===== src/rtl/spi_host_pkg.sv =====
// Shared constants for the SPI master controller: address width,
// register word indices and bit positions in control and event registers.
package spi_host_pkg;
    localparam int ADDR_W = 5;
    localparam int WORD_W = ADDR_W - 2;

    typedef enum logic [WORD_W-1:0] {
        RI_CTRL = 3'd0,
        RI_STAT = 3'd1,
        RI_TXD  = 3'd2,
        RI_RXD  = 3'd3,
        RI_SSEL = 3'd4,
        RI_EVT  = 3'd5
    } reg_idx_e;

    localparam int CTRL_INHIBIT = 0;
    localparam int CTRL_TXCLR   = 1;
    localparam int CTRL_RXCLR   = 2;

    localparam int EV_RX_NONEMPTY = 0;
    localparam int EV_RX_FULL     = 1;
    localparam int EV_RX_OVERRUN  = 2;
    localparam int EV_TX_DONE     = 3;
    localparam int NUM_EV         = 4;
endpackage


===== src/rtl/byte_fifo.sv =====
// Synchronous FIFO with flush. Push while full and pop while empty are
// ignored. Assumes DEPTH is a power of two so pointers wrap naturally.
module byte_fifo #(
    parameter int DEPTH = 16,
    parameter int W     = 8
) (
    input  logic         clk,
    input  logic         rst_n,
    input  logic         clr,
    input  logic         push,
    input  logic         pop,
    input  logic [W-1:0] din,
    output logic [W-1:0] dout,
    output logic         empty,
    output logic         full
);
    localparam int AW = (DEPTH > 1) ? $clog2(DEPTH) : 1;
    localparam int CW = AW + 1;

    logic [W-1:0]  mem [DEPTH];
    logic [AW-1:0] wr_ptr, rd_ptr;
    logic [CW-1:0] cnt;
    logic          do_push, do_pop;

    assign empty   = (cnt == '0);
    assign full    = (cnt == CW'(DEPTH));
    assign do_push = push && !full;
    assign do_pop  = pop && !empty;
    assign dout    = mem[rd_ptr];

    // Storage write, no reset needed on the data array.
    always_ff @(posedge clk) begin
        if (do_push && !clr) mem[wr_ptr] <= din;
    end

    // Pointer and occupancy bookkeeping, flush returns to empty.
    always_ff @(posedge clk) begin
        if (!rst_n || clr) begin
            wr_ptr <= '0;
            rd_ptr <= '0;
            cnt    <= '0;
        end else begin
            if (do_push) wr_ptr <= wr_ptr + AW'(1);
            if (do_pop)  rd_ptr <= rd_ptr + AW'(1);
            cnt <= cnt + CW'(do_push) - CW'(do_pop);
        end
    end

    p_full_hold_r4: assert property (@(posedge clk) disable iff (!rst_n)
        (full && push && !pop && !clr) |=> full)
        else $error("fifo lost full state on dropped push");

    p_empty_pop_r7: assert property (@(posedge clk) disable iff (!rst_n)
        (empty && pop && !push) |=> empty)
        else $error("fifo popped while empty");
endmodule


===== src/rtl/spi_byte_engine.sv =====
// Mode-0 SPI byte shifter. Takes one byte when enabled and data is
// available, sends it MSB first with SCLK half period CLK_DIV clocks,
// and pulses rx_done for one cycle with the received byte.
// Assumes CLK_DIV >= 1; chip-select is managed outside.
module spi_byte_engine #(
    parameter int CLK_DIV = 2
) (
    input  logic       clk,
    input  logic       rst_n,
    input  logic       inhibit,
    input  logic       tx_avail,
    input  logic [7:0] tx_byte,
    output logic       tx_take,
    output logic       sclk,
    output logic       mosi,
    input  logic       miso,
    output logic       rx_done,
    output logic [7:0] rx_byte
);
    localparam int CW = (CLK_DIV > 1) ? $clog2(CLK_DIV) : 1;

    typedef enum logic {ENG_IDLE, ENG_SHIFT} eng_state_e;

    eng_state_e    state;
    logic [CW-1:0] cnt;
    logic [2:0]    bitcnt;
    logic [7:0]    tx_sh, rx_sh;
    logic          tick;

    assign tick    = (cnt == '0);
    assign tx_take = (state == ENG_IDLE) && !inhibit && tx_avail;
    assign rx_done = (state == ENG_SHIFT) && tick && sclk && (bitcnt == 3'd7);
    assign rx_byte = rx_sh;
    assign mosi    = tx_sh[7];

    // Half-period timer, SCLK toggling and the two shift registers.
    always_ff @(posedge clk) begin
        if (!rst_n) begin
            state  <= ENG_IDLE;
            cnt    <= '0;
            sclk   <= 1'b0;
            bitcnt <= '0;
            tx_sh  <= '0;
            rx_sh  <= '0;
        end else begin
            case (state)
                ENG_IDLE: begin
                    if (tx_take) begin
                        tx_sh  <= tx_byte;
                        cnt    <= CW'(CLK_DIV - 1);
                        bitcnt <= '0;
                        state  <= ENG_SHIFT;
                    end
                end
                ENG_SHIFT: begin
                    if (!tick) begin
                        cnt <= cnt - CW'(1);
                    end else begin
                        cnt <= CW'(CLK_DIV - 1);
                        if (!sclk) begin
                            sclk  <= 1'b1;
                            rx_sh <= {rx_sh[6:0], miso};
                        end else begin
                            sclk <= 1'b0;
                            if (bitcnt == 3'd7) begin
                                state <= ENG_IDLE;
                            end else begin
                                bitcnt <= bitcnt + 3'd1;
                                tx_sh  <= {tx_sh[6:0], 1'b0};
                            end
                        end
                    end
                end
                default: state <= ENG_IDLE;
            endcase
        end
    end

    p_inhibit_hold_r3: assert property (@(posedge clk) disable iff (!rst_n)
        (state == ENG_IDLE && inhibit) |=> (state == ENG_IDLE && !sclk))
        else $error("engine started while inhibited");

    p_idle_sclk_low_r5: assert property (@(posedge clk) disable iff (!rst_n)
        (state == ENG_IDLE) |-> !sclk)
        else $error("sclk high while idle");

    p_mosi_steady_r5: assert property (@(posedge clk) disable iff (!rst_n)
        sclk |-> $stable(mosi))
        else $error("mosi changed while sclk high");
endmodule


===== src/rtl/spi_host_ctrl.sv =====
// Register-mapped SPI master: control, status, slave-select and event
// registers around a transmit FIFO, a receive FIFO and a mode-0 byte
// engine. Registers are word-indexed by bus_addr >> 2; reads are
// combinational and a receive-data read pops on the same clock edge.
module spi_host_ctrl
    import spi_host_pkg::*;
#(
    parameter int NUM_CS     = 1,
    parameter int FIFO_DEPTH = 16,
    parameter int CLK_DIV    = 2
) (
    input  logic              clk,
    input  logic              rst_n,
    input  logic              bus_wr,
    input  logic              bus_rd,
    input  logic [ADDR_W-1:0] bus_addr,
    input  logic [31:0]       bus_wdata,
    output logic [31:0]       bus_rdata,
    output logic              sclk,
    output logic              mosi,
    input  logic              miso,
    output logic [NUM_CS-1:0] cs_n
);
    logic [WORD_W-1:0] word;
    logic              wr_ctrl, wr_txd, wr_ssel, wr_evt, rd_rxd;
    logic              inhibit;
    logic [NUM_CS-1:0] ssel;
    logic [NUM_EV-1:0] evt, evt_set;
    logic              tx_empty, tx_full, tx_take;
    logic              rx_empty, rx_full, rx_done;
    logic [7:0]        tx_head, rx_head, rx_byte;
    logic [3:0]        status;
    logic              unused_ok;

    assign unused_ok = ^{bus_wdata[31:8], bus_addr[1:0]};

    assign word    = bus_addr[ADDR_W-1:2];
    assign wr_ctrl = bus_wr && (word == RI_CTRL);
    assign wr_txd  = bus_wr && (word == RI_TXD);
    assign wr_ssel = bus_wr && (word == RI_SSEL);
    assign wr_evt  = bus_wr && (word == RI_EVT);
    assign rd_rxd  = bus_rd && (word == RI_RXD);

    assign cs_n   = ssel;
    assign status = {tx_full, tx_empty, rx_full, rx_empty};

    byte_fifo #(.DEPTH(FIFO_DEPTH), .W(8)) u_txq (
        .clk(clk), .rst_n(rst_n),
        .clr(wr_ctrl && bus_wdata[CTRL_TXCLR]),
        .push(wr_txd), .pop(tx_take), .din(bus_wdata[7:0]),
        .dout(tx_head), .empty(tx_empty), .full(tx_full)
    );

    byte_fifo #(.DEPTH(FIFO_DEPTH), .W(8)) u_rxq (
        .clk(clk), .rst_n(rst_n),
        .clr(wr_ctrl && bus_wdata[CTRL_RXCLR]),
        .push(rx_done), .pop(rd_rxd), .din(rx_byte),
        .dout(rx_head), .empty(rx_empty), .full(rx_full)
    );

    spi_byte_engine #(.CLK_DIV(CLK_DIV)) u_eng (
        .clk(clk), .rst_n(rst_n), .inhibit(inhibit),
        .tx_avail(!tx_empty), .tx_byte(tx_head), .tx_take(tx_take),
        .sclk(sclk), .mosi(mosi), .miso(miso),
        .rx_done(rx_done), .rx_byte(rx_byte)
    );

    // Event sources for this cycle.
    always_comb begin
        evt_set                 = '0;
        evt_set[EV_RX_NONEMPTY] = !rx_empty;
        evt_set[EV_RX_FULL]     = rx_full;
        evt_set[EV_RX_OVERRUN]  = rx_done && rx_full;
        evt_set[EV_TX_DONE]     = rx_done && tx_empty;
    end

    // Control, slave-select and sticky event registers.
    always_ff @(posedge clk) begin
        if (!rst_n) begin
            inhibit <= 1'b1;
            ssel    <= '1;
            evt     <= '0;
        end else begin
            if (wr_ctrl) inhibit <= bus_wdata[CTRL_INHIBIT];
            if (wr_ssel) ssel <= bus_wdata[NUM_CS-1:0];
            evt <= (evt & ~(wr_evt ? bus_wdata[NUM_EV-1:0] : '0)) | evt_set;
        end
    end

    // Combinational read mux; zero when no read is in progress.
    always_comb begin
        bus_rdata = '0;
        if (bus_rd) begin
            case (word)
                RI_CTRL: bus_rdata = 32'(inhibit);
                RI_STAT: bus_rdata = 32'(status);
                RI_RXD:  bus_rdata = rx_empty ? 32'd0 : 32'(rx_head);
                RI_SSEL: bus_rdata = 32'(ssel);
                RI_EVT:  bus_rdata = 32'(evt);
                default: bus_rdata = '0;
            endcase
        end
    end

    p_cs_hold_r2: assert property (@(posedge clk) disable iff (!rst_n)
        !bus_wr |=> $stable(cs_n))
        else $error("chip select moved without a write");

    p_overrun_r8: assert property (@(posedge clk) disable iff (!rst_n)
        (rx_done && rx_full) |=> (evt[EV_RX_OVERRUN] && rx_full))
        else $error("overrun not flagged");

    p_txdone_evt_r9: assert property (@(posedge clk) disable iff (!rst_n)
        (rx_done && tx_empty) |=> evt[EV_TX_DONE])
        else $error("transmit-done event missing");
endmodule


===== config.mk =====
export PLATFORM = sky130hd
export DESIGN_NAME = spi_host_ctrl
export DESIGN_NICKNAME = d
export VERILOG_FILES = /design/src/rtl/spi_host_pkg.sv /design/src/rtl/byte_fifo.sv /design/src/rtl/spi_byte_engine.sv /design/src/rtl/spi_host_ctrl.sv
export SDC_FILE = /design/constraint.sdc
export NUM_CORES = 1
export LEC_CHECK = 0
export ABC_AREA = 1
export BUFFER_PORTS_ARGS = -buffer_cell sky130_fd_sc_hd__buf_2
export CAP_MARGIN = 40
export CELL_PAD_IN_SITES_DETAIL_PLACEMENT = 0
export CELL_PAD_IN_SITES_GLOBAL_PLACEMENT = 1
export CORE_MARGIN = 3
export CORE_UTILIZATION = 52
export CTS_BUF_LIST = sky130_fd_sc_hd__clkbuf_16
export DETAILED_ROUTE_END_ITERATION = 8
export GPL_TIMING_DRIVEN = 1
export PLACE_DENSITY_LB_ADDON = 0.1
export SYNTH_ARGS = -nofsm -noshare
export SYNTH_HDL_FRONTEND = slang
export SYNTH_SLANG_ARGS = --single-unit

===== constraint.sdc =====
create_clock -name clk -period 4.35 [get_ports clk]
set_input_delay 0.435 -clock clk [delete_from_list [all_inputs] [get_ports clk]]
set_output_delay 0.435 -clock clk [all_outputs]
set_load 0.01 [all_outputs]

== Word-level counts from Yosys, hierarchy flattened ==
Memory sizes are Yosys's and may differ from the RTL's. A register that Yosys moved wholly into a read port is not among the register bits.
Index checks and enable logic that the tools add are counted.

* $add $sub $neg: 10
* Eq/ne operators: 12
* Muxes and demuxes: 31
* Bitwise logic cells: 6
* Reductions and logical operators: 36

{| class="wikitable"
|+ Operators by type and width
! cell !! number
|-
| two-way mux 8 bit || 6
|-
| one-hot mux 8 bit (5 select lines) || 1
|-
| logical AND 1 bit || 20
|-
| two-way mux 4 bit || 5
|-
| adder 4 x 1 -> 4 bit (second input constant) || 4
|-
| one-hot mux 8 bit (2 select lines) || 1
|-
| two-way mux 3 bit || 4
|-
| two-way mux 1 bit || 11
|-
| adder 5 x 1 -> 5 bit || 2
|-
| == test 5 bit (second input constant) || 2
|-
| zero test 5 bit || 2
|-
| subtractor 5 x 1 -> 5 bit || 2
|-
| == test 3 bit (second input constant) || 3
|-
| zero test 1 bit || 8
|-
| == test 3 x 2 -> 1 bit (second input constant) || 2
|-
| != test 2 bit (second input constant) || 3
|-
| one-hot mux 3 bit (2 select lines) || 1
|-
| bitwise AND 4 bit || 1
|-
| inverter 4 bit || 1
|-
| bitwise OR 4 bit || 1
|-
| one-hot mux 1 bit (2 select lines) || 2
|-
| AND reduction 4 bit || 1
|-
| adder 3 x 1 -> 3 bit (second input constant) || 1
|-
| == test 3 x 1 -> 1 bit (second input constant) || 1
|-
| other kinds (7) || 10
|}

* Register bits: 54
* Bits in writable memories: 256
* Bits of input ports: 42
* Output and inout bits: 35
* Word-level logic and storage cells: 112
* Memories kept: 2

{| class="wikitable"
|+ Memory list
! memory !! depth !! bits a word !! rd ports !! clocked after Yosys merged registers in !! write ports !! RTL line !! source
|-
| u_rxq.mem || 16 || 8 || 1 || 1 || 1 || byte_fifo.sv:20 || <nowiki>logic [W-1:0] mem [DEPTH];</nowiki>
|-
| u_txq.mem || 16 || 8 || 1 || 1 || 1 || byte_fifo.sv:20 ||
|}

== Logic depth before layout (Yosys ltp) ==
* Word-level depth: 8
* Mapped depth: 16
* Gate-level depth less buffers: 16

== Hierarchy ==
From an unflattened synthesis, not the netlist that was laid out.

* Cells, all modules: 1571
* Area total of the unflattened synthesis: 14655.3 µm²

{| class="wikitable"
|+ Modules (own cells, without submodules)
! module !! instances !! cells each !! area each (µm²) !! sequential area each (µm²)
|-
| byte_fifo (u_txq) || 1 || 651 || 6447.4 || 4184.0
|-
| byte_fifo (u_rxq) || 1 || 651 || 6444.9 || 4184.0
|-
| spi_byte_engine || 1 || 153 || 1043.5 || 440.4
|-
| spi_host_ctrl || 1 || 116 || 719.4 || 120.1
|}

== Worst setup path before layout ==
Ideal clock, no wire load.

* Kind: reg2reg
* Start point: register u_rxq.cnt[2]
* End point: register u_rxq.cnt[4]
* Setup time: 0.122 ns
* Data arrival time: 2.286 ns
* Data required time: 4.228 ns
* Setup slack: 1.942 ns
* Stages on the path, launching flop included: 17
* Path buffers: 0
* Clock period less this slack: 2.408 ns
* Path through: dfxtp_1 inv_1 ha_1 nand4_1 nand2_2 nor2_8 inv_4 nor2_2 inv_1 nand2_1 ha_1 inv_1 fa_1 o21ai_0 a21oi_1 o21ai_0 a21oi_1

* Word-level cells in the longest chain between the ends: 5
* Elaborated cells on any way between the ends: 8
* Classes of those cells: 2 x add/sub; 1 x eq/ne; 5 x reduce/logical

{| class="wikitable"
|+ RTL lines
! element !! RTL line !! source
|-
| start, declared || byte_fifo.sv:22 || <nowiki>logic [CW-1:0] cnt;</nowiki>
|-
| start signal, assigned || byte_fifo.sv:45 || <nowiki>cnt <= cnt + CW'(do_push) - CW'(do_pop);</nowiki>
|-
| == test 5 bit || byte_fifo.sv:26 || <nowiki>assign full = (cnt == CW'(DEPTH));</nowiki>
|-
| zero test 1 bit || byte_fifo.sv:27 || <nowiki>assign do_push = push && !full;</nowiki>
|-
| logical AND 1 bit || byte_fifo.sv:27 ||
|-
| adder 5 x 1 -> 5 bit || byte_fifo.sv:45 ||
|-
| subtractor 5 x 1 -> 5 bit (*) || byte_fifo.sv:45 ||
|}

Every way passes the cells marked *; elsewhere a longest branch is shown, timed or not.
A chain may end at the register's enable or synchronous reset.

== Worst setup path in the final report ==
* Start point: register u_txq.cnt[2]
* End point: register u_txq.cnt[4]

* Word-level cells in the longest chain between the ends: 5
* Elaborated cells on any way between the ends: 9
* Classes of those cells: 2 x add/sub; 1 x eq/ne; 6 x reduce/logical

{| class="wikitable"
|+ RTL lines
! element !! RTL line !! source
|-
| start, declared || byte_fifo.sv:22 ||
|-
| start signal, assigned || byte_fifo.sv:45 ||
|-
| zero test 5 bit (*) || byte_fifo.sv:25 || <nowiki>assign empty = (cnt == '0);</nowiki>
|-
| zero test 1 bit (*) || byte_fifo.sv:28, spi_host_ctrl.sv:63 ||
|-
| logical AND 1 bit || spi_byte_engine.sv:31 || <nowiki>assign tx_take = (state == ENG_IDLE) && !inhibit && tx_avail;</nowiki>
|-
| logical AND 1 bit (*) || byte_fifo.sv:28 || <nowiki>assign do_pop = pop && !empty;</nowiki>
|-
| net u_txq.do_pop || byte_fifo.sv:23 || <nowiki>logic do_push, do_pop;</nowiki>
|-
| subtractor 5 x 1 -> 5 bit (*) || byte_fifo.sv:45 ||
|}

The timed path passes the listed nets; every way through them passes the cells marked *.

==> impl_metrics.csv <==
group,metric,value,unit
clock_network,htreeDepth,2,
clock_network,clkLatencyLatePin,500,ps
min_path,min_path_cells,3,
critical_path,cp-end-kind,"register",
cells_and_area,num-fill-cells,2226,
detailed_routing,drt_iter0_drc,772,
timing,maxSlewViolCount,0,
timing,setup_ws,1320,ps
timing,setup_violations,0,
die,core_area,0.0262,mm²
power_and_ir_drop,p_leak,6.04,nW
timing,relSlewSlack,0.419,
detailed_routing,antenna_left,0,
clock_network,clock_sinks,318,
timing,hold_ws,190,ps
cells_and_area,area_delta_synth_final,9.45,%
critical_path,r2r-end,"u_txq.cnt[4]$_SDFF_PP0_",
clock_network,cts-root-buf,"clkbuf_16",
critical_path,max_stage_delay,420,ps
synth,synth-async-reset-ratio,0,
critical_path,rr_worst_depth,16,
critical_path,crit_arrival,3460,ps
run,maxCapViolations,0,
die,io_pins,77,
synth,synth_cells,1344,
critical_path,worst-r2r-setup-slack,1320,ps
synth,synth_top_cells_by_count,"nand2_1, edfxtp_1, inv_1",
min_path,worstHoldEndpoint,"u_eng.rx_byte[0]$_SDFFE_PN0P_",
detailed_routing,vias,9024,
synth,yosysTopAreaCell,"edfxtp_1",
critical_path,critPathSlowestCell,"fa_1",
power_and_ir_drop,powerDensity,426,mW/mm²
detailed_routing,drc,0,
placed_design,gp_congestion,0.846,
cells_and_area,final_util,0.582,
synth,synth_ff_type,"edfxtp_1",
grt,antenna_found_initial,0,
timing,hold_viol_final,0,
critical_path,critPathKind,"register to register",
clock_network,cts_resized,0,
detailed_routing,first_pass_iters,7,
cells_and_area,register_area,0.00893,mm²
cells_and_area,multi_input_area,0.00389,mm²
clock_network,cts_inserted_buffers,35,
cells_and_area,diodes,0,
clock_network,cts_buffer_depth,3,
critical_path,critPathLaunchType,"register",
grt,grt_pass1_wl,46.4,mm
cells_and_area,nets,1432,
run_status,status,"completed",
placed_design,place_worst_setup_slack,1350,ps
timing,tightest_slew,868,ps
synth,yosys.area.top_type_share,0.552,
die,die_w,170,µm
timing,rsz0062_at_grt,"no",
cells_and_area,post_layout_nonfiller_instances,1726,
clock_network,cts_tree,"done",
min_path,hp-start,"miso",
synth,yosysMostFrequentCell,"nand2_1",
critical_path,cp_num_buf_inv,5,
critical_path,rr_startpoint,"u_txq.cnt[2]$_SDFF_PP0_",
placed_design,dp_cells,1663,
synth,ys_seq_area_frac,0.641,
clock_network,hold_buffers,0,
power_and_ir_drop,p_total,6.49,mW
grt,grt_usage,0.210,
critical_path,critPathMaxFanout,13,
die,fp.dieH,170,µm
detailed_routing,finalWirelength,29.9,mm
grt,grt-ovfl-total,0,
synth,avgSynthCellArea,10.4,µm²
synth,syn_area,0.0139,mm²
critical_path,required,4780,ps
synth,synth_edf_count,256,
placed_design,numPortBuffers,26,
critical_path,worstPathCellList,"inv_1 > ha_1 > nand4_2 > nand2_1 > inv_1 > nand2_1 > inv_1 > ha_1 > inv_1 > ha_1 > fa_1 > inv_1 > o21ai_0 > a21oi_1 > o21ai_0 > a21oi_1",
clock_network,clk_pin_slew,60,ps
timing,period_needed,3030,ps
die,row_count,59,
timing,skew,9.43,ps
critical_path,critPathTopFamily,"adder cells",
timing,fin_tns_setup,0,ps
detailed_routing,wl_per_cell,17.3,µm
placed_design,dp_hpwl,18.9,mm
die,start_util,0.531,
placed_design,placed_area,0.0142,mm²
synth,synth_warnings,0,
min_path,hold_path.class,"input pin to register",
timing,period_share,0.698,
synth,ys_types,44,
grt,grt_max_degree,95,
synth,ys_seq_elements,318,
die,dieArea,0.0288,mm²
detailed_routing,viasPerCell,5.23,
critical_path,cp_common_cell,"inv_1",
timing,clock.fmax,330,MHz
power_and_ir_drop,peakVddDrop,0.000217,V
clock_network,post_cts_buffers,0,
cells_and_area,fin_area,0.0152,mm²
synth,synthTopCellsByArea,"edfxtp_1, dfxtp_1, nand2_1",
grt,grt_pass1_vias,8539,
cells_and_area,drive_above_1_share,0.0776,
==> cells by family (layout without fill, tap and decap cells) <==
group           after synthesis  in the layout  synth area share
flops                       318            318             0.641
buf+inv                     264            288            0.0854
xor+xnor                      5              5           0.00315
simple gates                534            534             0.165
mux                           4              4           0.00288
compound gates              193            193            0.0785
other cells                   1             24          0.000269
fa+ha+maj                    25             25            0.0235
==> where the power goes <==
part / switching, mW / internal [mW] / total, mW / leakage [nW]
Sequential: 0.0608 / 3.33 / 3.39 / 2.85
Combinational: 0.310 / 0.158 / 0.468 / 2.64
Clock: 1.11 / 1.52 / 2.63 / 0.547
Total: 1.48 / 5.02 / 6.49 / 6.04
==> flip-flops by register name, indices dropped and copies added, names as in the netlist, 4 cells and up, named ones only <==
name	cells
u_rxq.cnt	5
u_txq.cnt	5
u_eng.rx_byte	8
u_txq.mem	128
u_txq.rd_ptr	4
u_rxq.wr_ptr	4
u_eng.tx_sh	8
u_rxq.mem	128
u_txq.wr_ptr	4
u_rxq.rd_ptr	4
evt	4
==> worst max-delay path by stage <==
stage | start | end | cells after the start
6_report | u_txq.cnt[2]$_SDFF_PP0_ | u_txq.cnt[4]$_SDFF_PP0_ | 16
5_1_grt | u_txq.cnt[2]$_SDFF_PP0_ | u_txq.cnt[4]$_SDFF_PP0_ | 16
4_1_cts | u_txq.cnt[2]$_SDFF_PP0_ | u_txq.cnt[4]$_SDFF_PP0_ | 16
3_5_place_dp | u_txq.cnt[2]$_SDFF_PP0_ | u_txq.cnt[4]$_SDFF_PP0_ | 16
3_3_place_gp | u_txq.cnt[2]$_SDFF_PP0_ | u_txq.cnt[4]$_SDFF_PP0_ | 16
2_1_floorplan | u_rxq.cnt[2]$_SDFF_PP0_ | u_rxq.cnt[4]$_SDFF_PP0_ | 16
==> cell type report <==
class | instances | share of cell area
Timing Repair Buffer | 38 | 0.0171
Tap cell | 335 | 0.0275
Sequential cell | 318 | 0.586
Inverter | 187 | 0.0463
Multi-Input combinational cell | 785 | 0.255
Clock buffer | 37 | 0.0607
Clock inverter | 26 | 0.00673
==> worst reg2reg max path, delay by kind of cell, from the launching register on <==
family,cells,cell delay (ps)
DFF,1,310
AOI/OAI and AO/OA,4,450
buffers and inverters,5,440
adders and majority gates,4,1130
and+or+nand+nor,3,610
==> per-layer routing <==
| metal | track usage | vias up | routed length [µm] |
|---|---|---|---|
| li1 | - | 4502 | - |
| met1 | 0.314 | 4229 | 14100 |
| met2 | 0.321 | 244 | 13300 |
| met3 | 0.0429 | 49 | 2110 |
| met4 | 0.0473 | 0 | 493 |
| met5 | 0 | - | 0 |
==> cells in the final DEF (no fill, tap or decap), types with 3 or more instances in the layout <==
master	count
a21oi_1	83
buf_2	26
buf_4	10
clkbuf_16	37
clkinv_1	15
conb_1	24
dfxtp_1	59
edfxtp_1	256
ha_1	23
inv_1	189
inv_2	5
mux2i_1	4
nand2_1	286
nand2_2	4
nand3_1	129
nand4_1	5
nor2_1	91
o211ai_1	40
o21ai_0	62
or2_2	4
xor2_1	3
No activity file was read; power rests on OpenSTA's default activity.
